[src/rtl/irq_route_pkg.sv]
package irq_route_pkg;
    localparam logic [7:0] OFF_SELECT   = 8'h00;
    localparam logic [7:0] OFF_WINDOW   = 8'h10;
    localparam logic [7:0] IDX_IDENT    = 8'h00;
    localparam logic [7:0] IDX_VERSION  = 8'h01;
    localparam logic [7:0] IDX_ARBIT    = 8'h02;
    localparam logic [7:0] IDX_TBL_BASE = 8'h10;
    localparam logic [7:0] VERSION_CODE = 8'h11;
    localparam int         MASK_BIT     = 16;
    localparam int         RACK_BIT     = 14;

    typedef enum logic [2:0] {
        ACC_SELECT,
        ACC_IDENT,
        ACC_VERSION,
        ACC_ARBIT,
        ACC_ENT_LO,
        ACC_ENT_HI,
        ACC_UNMAPPED
    } acc_kind_e;
endpackage

[src/rtl/irq_route_decode.sv]
module irq_route_decode
    import irq_route_pkg::*;
#(
    parameter int ADDR_W   = 12,
    parameter int NUM_PINS = 24,
    parameter int PIN_W    = $clog2(NUM_PINS)
) (
    input  logic [ADDR_W-1:0] addr,
    input  logic [7:0]        sel,
    output acc_kind_e         kind,
    output logic [PIN_W-1:0]  idx
);
    logic [7:0] rel;
    logic [6:0] ent;
    logic [7:0] offset;
    logic       unused_hi;

    assign offset    = addr[7:0];
    assign unused_hi = ^addr[ADDR_W-1:8];
    assign rel       = sel - IDX_TBL_BASE;
    assign ent       = rel[7:1];
    assign idx       = ent[PIN_W-1:0];

    always_comb begin
        kind = ACC_UNMAPPED;
        if (offset == OFF_SELECT) begin
            kind = ACC_SELECT;
        end else if (offset == OFF_WINDOW) begin
            if (sel == IDX_IDENT)        kind = ACC_IDENT;
            else if (sel == IDX_VERSION) kind = ACC_VERSION;
            else if (sel == IDX_ARBIT)   kind = ACC_ARBIT;
            else if (sel >= IDX_TBL_BASE && ent < 7'(NUM_PINS))
                kind = sel[0] ? ACC_ENT_HI : ACC_ENT_LO;
        end
    end
endmodule

[src/rtl/irq_route_table.sv]
module irq_route_table
    import irq_route_pkg::*;
#(
    parameter int NUM_PINS = 24,
    parameter int PIN_W    = $clog2(NUM_PINS)
) (
    input  logic                clk,
    input  logic                rst_n,
    input  logic                wr_lo,
    input  logic                wr_hi,
    input  logic [PIN_W-1:0]    wr_idx,
    input  logic [31:0]         wdata,
    input  logic [PIN_W-1:0]    rd_idx,
    input  logic                rd_hi,
    output logic [31:0]         rd_word,
    output logic [NUM_PINS-1:0] mask_vec,
    output logic                mask_chg_valid,
    output logic [PIN_W-1:0]    mask_chg_pin,
    output logic                mask_chg_value
);
    localparam logic [63:0] ENT_RESET = 64'(1) << MASK_BIT;
    localparam logic [31:0] LO_KEEP   = ~(32'(1) << RACK_BIT);

    logic [63:0] ent_w [NUM_PINS];

    for (genvar g = 0; g < NUM_PINS; g++) begin : g_ent
        logic [63:0] ent_r;
        always_ff @(posedge clk) begin
            if (!rst_n) begin
                ent_r <= ENT_RESET;
            end else if (wr_lo && wr_idx == PIN_W'(g)) begin
                ent_r[31:0] <= wdata & LO_KEEP;
            end else if (wr_hi && wr_idx == PIN_W'(g)) begin
                ent_r[63:32] <= wdata;
            end
        end
        assign ent_w[g]    = ent_r;
        assign mask_vec[g] = ent_r[MASK_BIT];
    end

    assign rd_word = rd_hi ? ent_w[rd_idx][63:32] : ent_w[rd_idx][31:0];

    always_ff @(posedge clk) begin
        if (!rst_n) begin
            mask_chg_valid <= 1'b0;
            mask_chg_pin   <= '0;
            mask_chg_value <= 1'b0;
        end else begin
            mask_chg_valid <= wr_lo && (wdata[MASK_BIT] != mask_vec[wr_idx]);
            if (wr_lo) begin
                mask_chg_pin   <= wr_idx;
                mask_chg_value <= wdata[MASK_BIT];
            end
        end
    end
endmodule

[src/rtl/irq_route_pending.sv]
module irq_route_pending #(
    parameter int NUM_PINS = 24,
    parameter int PIN_W    = $clog2(NUM_PINS)
) (
    input  logic                clk,
    input  logic                rst_n,
    input  logic [NUM_PINS-1:0] pend_set,
    input  logic [NUM_PINS-1:0] pend_clr,
    input  logic                ent_wr,
    input  logic [PIN_W-1:0]    wr_idx,
    output logic [NUM_PINS-1:0] pend_q,
    output logic                svc_valid,
    output logic [PIN_W-1:0]    svc_pin
);
    always_ff @(posedge clk) begin
        if (!rst_n) begin
            pend_q    <= '0;
            svc_valid <= 1'b0;
            svc_pin   <= '0;
        end else begin
            pend_q    <= (pend_q & ~pend_clr) | pend_set;
            svc_valid <= ent_wr && pend_q[wr_idx];
            if (ent_wr) svc_pin <= wr_idx;
        end
    end
endmodule

[src/rtl/irq_route_regs.sv]
module irq_route_regs
    import irq_route_pkg::*;
#(
    parameter int ADDR_W   = 12,
    parameter int NUM_PINS = 24,
    parameter int PIN_W    = $clog2(NUM_PINS)
) (
    input  logic                clk,
    input  logic                rst_n,
    input  logic                bus_wr_en,
    input  logic                bus_rd_en,
    input  logic [ADDR_W-1:0]   bus_addr,
    input  logic [3:0]          bus_len,
    input  logic [31:0]         bus_wdata,
    output logic [31:0]         bus_rdata,
    input  logic [NUM_PINS-1:0] pend_set,
    input  logic [NUM_PINS-1:0] pend_clr,
    output logic                svc_valid,
    output logic [PIN_W-1:0]    svc_pin,
    output logic                mask_chg_valid,
    output logic [PIN_W-1:0]    mask_chg_pin,
    output logic                mask_chg_value
);
    localparam logic [31:0] VER_WORD = {8'h00, 8'(NUM_PINS - 1), 8'h00, VERSION_CODE};

    logic [7:0]          sel_q;
    logic [3:0]          id_q;
    acc_kind_e           kind;
    logic [PIN_W-1:0]    idx;
    logic                wr_ok;
    logic                wr_lo;
    logic                wr_hi;
    logic [31:0]         ent_word;
    logic [NUM_PINS-1:0] mask_vec;
    logic [NUM_PINS-1:0] pend_q;

    assign wr_ok = bus_wr_en && (bus_len == 4'd4 || bus_len == 4'd8);
    assign wr_lo = wr_ok && kind == ACC_ENT_LO;
    assign wr_hi = wr_ok && kind == ACC_ENT_HI;

    irq_route_decode #(.ADDR_W(ADDR_W), .NUM_PINS(NUM_PINS), .PIN_W(PIN_W)) u_decode (
        .addr (bus_addr),
        .sel  (sel_q),
        .kind (kind),
        .idx  (idx)
    );

    irq_route_table #(.NUM_PINS(NUM_PINS), .PIN_W(PIN_W)) u_table (
        .clk            (clk),
        .rst_n          (rst_n),
        .wr_lo          (wr_lo),
        .wr_hi          (wr_hi),
        .wr_idx         (idx),
        .wdata          (bus_wdata),
        .rd_idx         (idx),
        .rd_hi          (kind == ACC_ENT_HI),
        .rd_word        (ent_word),
        .mask_vec       (mask_vec),
        .mask_chg_valid (mask_chg_valid),
        .mask_chg_pin   (mask_chg_pin),
        .mask_chg_value (mask_chg_value)
    );

    irq_route_pending #(.NUM_PINS(NUM_PINS), .PIN_W(PIN_W)) u_pending (
        .clk       (clk),
        .rst_n     (rst_n),
        .pend_set  (pend_set),
        .pend_clr  (pend_clr),
        .ent_wr    (wr_lo || wr_hi),
        .wr_idx    (idx),
        .pend_q    (pend_q),
        .svc_valid (svc_valid),
        .svc_pin   (svc_pin)
    );

    always_ff @(posedge clk) begin
        if (!rst_n) begin
            sel_q <= '0;
            id_q  <= '0;
        end else if (wr_ok) begin
            if (kind == ACC_SELECT) sel_q <= bus_wdata[7:0];
            if (kind == ACC_IDENT)  id_q  <= bus_wdata[27:24];
        end
    end

    always_ff @(posedge clk) begin
        if (!rst_n) begin
            bus_rdata <= '0;
        end else if (!bus_rd_en) begin
            bus_rdata <= '0;
        end else begin
            unique case (kind)
                ACC_SELECT:             bus_rdata <= {24'h0, sel_q};
                ACC_IDENT, ACC_ARBIT:   bus_rdata <= {4'h0, id_q, 24'h0};
                ACC_VERSION:            bus_rdata <= VER_WORD;
                ACC_ENT_LO, ACC_ENT_HI: bus_rdata <= ent_word;
                default:                bus_rdata <= '0;
            endcase
        end
    end
endmodule

[config.mk]
export PLATFORM = sky130hd
export DESIGN_NAME = irq_route_regs
export DESIGN_NICKNAME = d
export VERILOG_FILES = /design/src/rtl/irq_route_pkg.sv /design/src/rtl/irq_route_decode.sv /design/src/rtl/irq_route_table.sv /design/src/rtl/irq_route_pending.sv /design/src/rtl/irq_route_regs.sv
export SDC_FILE = /design/constraint.sdc
export NUM_CORES = 2
export LEC_CHECK = 0
export BUFFER_PORTS_ARGS = -buffer_cell sky130_fd_sc_hd__buf_2
export CAP_MARGIN = 15
export CORE_ASPECT_RATIO = 1.2
export CORE_MARGIN = 1.5
export CORE_UTILIZATION = 55
export DETAILED_ROUTE_END_ITERATION = 8
export PLACE_DENSITY = 0.72
export SETUP_SLACK_MARGIN = 0.2
export SLEW_MARGIN = 20
export SYNTH_ARGS = -nofsm -noshare
export SYNTH_HDL_FRONTEND = slang
export SYNTH_SLANG_ARGS = --single-unit
[constraint.sdc]
create_clock -name clk -period 7.8 [get_ports clk]
set_clock_uncertainty 0.1 [all_clocks]
set_input_delay 0.39 -clock clk [delete_from_list [all_inputs] [get_ports clk]]
set_output_delay 0.39 -clock clk [all_outputs]
set_load 0.01 [all_outputs]
==> metrics.txt <==
placer congestion estimate 0.845; slowest CP cell or2_4; # rows 147; R2R cell count 7; worst hold stages 3; I/O Pins 145; Placement Setup Slack 3070 ps; largest area contributor in the netlist dfxtp_1; minimum clock period 4880 ps; Synth Area in XOR/XNOR 0.0236%; die area 137000 sq um; yosys warns 0; antenna-violating nets left 0; Setup crit end kind flop; hold_sp bus_wdata[5]; first-pass GRT wire length 369000 um; Pins Over Slew Limit 0; total clock sinks 1593; unrepaired setup endpoints after global routing false; Req. time, crit path 8420 ps; DIE HEIGHT 406 um; vias 62911; filler-free cell count of the finished design 8865; commonest non-fill, non-tap cells in the layout 1589 x dfxtp_1, 851 x nand2_1, 842 x mux2i_1, 801 x a21oi_1, 750 x nand4_1; outcome finished, final reports clean; Synth Area in Compound Gates 14.7%; Area growth syn-to-layout 7.48%; Starting DRT DRC Count 9154; core area 134000 sq um; Final Hold Viols 0; clk root buf clkbuf_16; prevailing post-synth register cell dfxtp_1; WHS Endpoint u_table.g_ent[8].ent_r[5]; final setup violating endpoints 0; Post-synth EDFFs 0; layout cells sized above 1 14.2%; Synth area leaders dfxtp_1 43%, mux4_2 12%, mux2i_1 11%; final hold slack 52.1 ps; Post-Synthesis Cell Area 74300 sq um; Pwr Density 206 nW/um^2; final wirelength 245000 um; fraction of registers with async set/reset 0%; Final #Nets 7044; type of origin of the critical path flop; Most common cell on crit path buf_4; mux share of post-synthesis cell area 23.1%; kind of critical path flop to flop; CTS Hold Bufs 53; Yosys reg bits 1593; DR pass1 iterations 6; leakage power 30.3 nW; Post-Synth Adder-Cell Area 0.0337%; clock slew seen by the registers of the worst setup and hold paths 60 ps; port bufs 140; Max-cap violations 0; GRT overflow 0; flop2flop setup slack 2920 ps; CTS tree done; WP buf/inv 3; Worst path top cell family by delay buffers and inverters; largest family of logic cells by synthesized area multiplexers; Max H-tree Level 4; Critical Path AT 5500 ps; Net Count, Synth 7599; dpl hpwl 127000 um; largest net degree at the start of global routing 231; post-route clock period utilization 62.6%; setup_tns 0 ps; simple-gate share of the synthesized area 12.4%; GRT Overall Usage 34.4%; clk buf depth 3; post-CTS setup buffer count 0; # DRC 0; clk_lat worst skew 820 ps; PostCTS Resize Cnt 0; Syn Inst Count 7497; post-synth top area share 42.9%; dpl cells 8515; most common cell after layout, fill and taps aside dfxtp_1; Cell variety after synth 64; DR WL/cell 27.6 um; vias in the first global route 61357; slew margin rel. 15.1%; r2r endpoint u_table.g_ent[19].ent_r[31]; initial core utilization 55.5%; Vias/cell 7.10; crit path cell chain buf_4 -> nand2b_4 -> buf_4 -> or2_4 -> buf_4 -> o31ai_1 -> a21oi_1; total power 0.0164 W; FF-to-FF Start sel_q[3]; path category of the worst min-delay check primary input to flop; Num CTS Buffers 160; Synth Area per Inst 9.91 sq um; CP Max Fanout 72; worst vdd ir 0.224 mV; worst setup margin 2920 ps; CP max stage delay 830 ps; Slew @ Worst Pin 1270 ps; sequential-to-total area share from yosys stat 42.9%; Die Wd 339 um; Fmax 205 MHz; initial antenna violation count 15
metal layers:
metal	vias to the layer above	part of all wire, %	track usage (%)
met5	-	0.021	0
met4	8	5.3	18.9
met3	732	10	6.77
met2	3868	46	54.5
met1	31321	38	44.1
li1	26982	-	-
Yosys cell counts, types with 9 or more instances:
cell type / count
a21oi_1: 801
nand2b_1: 9
a22oi_1: 82
mux2_2: 10
o21ai_0: 110
nand4_1: 750
o31ai_1: 655
dfxtp_1: 1593
a31oi_1: 10
buf_6: 55
clkbuf_1: 631
o22ai_1: 34
o211ai_1: 11
nor2_1: 86
mux2i_1: 842
buf_2: 249
clkbuf_2: 18
and2_1: 9
inv_1: 29
nand3_1: 58
buf_4: 53
nand4_2: 23
mux4_2: 383
buf_1: 36
nand2_1: 858
worst max path at each step:
| stage | from | end | slack (ps) | cells past startpoint |
|---|---|---|---|---|
| after floorplan | sel_q[4] | u_table.g_ent[10].ent_r[0] | 4490 | 14 |
| after global placement | sel_q[1] | u_table.g_ent[3].ent_r[8] | 3080 | 6 |
| after detailed placement | sel_q[1] | u_table.g_ent[11].ent_r[10] | 3070 | 6 |
| after CTS | sel_q[1] | u_table.g_ent[11].ent_r[12] | 3070 | 6 |
| after global routing | sel_q[1] | u_table.g_ent[11].ent_r[25] | 2820 | 6 |
| final | sel_q[3] | u_table.g_ent[19].ent_r[31] | 2920 | 7 |
kinds of logic after synthesis:
family                   count (synthesis)
adder cells (fa/ha/maj)                  2
multiplexers                          1235
AO/OA/AOI/OAI                         1754
buffers and inverters                 1076
flip-flops                            1593
AND/OR/NAND/NOR                       1835
XOR/XNOR                                 2
where the power goes:
group	leakage, nW	internal (W)	switching [W]
Combinational	14.8	0.0000735	0.000324
Clock	2.65	0.00450	0.00339
Sequential	12.8	0.00814	0.00000618
Total	30.3	0.0127	0.00372
registers in the layout (all words and copies together), names as in the netlist:
signal                  cells
u_table.g_ent.ent_r      1512
bus_rdata                  32
u_pending.pend_q           24
sel_q                       8
u_pending.svc_pin           5
u_table.mask_chg_pin        5
id_q                        4
u_pending.svc_valid         1
u_table.mask_chg_valid      1
u_table.mask_chg_value      1
layout make-up:
type / count / area (sq um)
inverters: 29 / 119
repair buffers: 330 / 2460
clock inverters: 52 / 528
clock buffers: 236 / 4820
multi-input cells: 4828 / 37800
well taps: 1788 / 2240
fillers: 11009 / 54100
diodes: 9 / 22.5
flip-flops and latches: 1593 / 31900
tightest hold or removal path: stages:
cell	delay [ps]
buf_2	300
nand4_1	150
a21oi_1	70
per-stage QoR:
stage               area (sq um)  utilization [%]
floorplan                  74300                -
global placement           73900             55.2
detailed placement         73900             55.2
CTS                        79800             59.6
global route               79800             59.6
finish                     79800             59.6
Note: power is estimated with default switching activity, not from simulation.
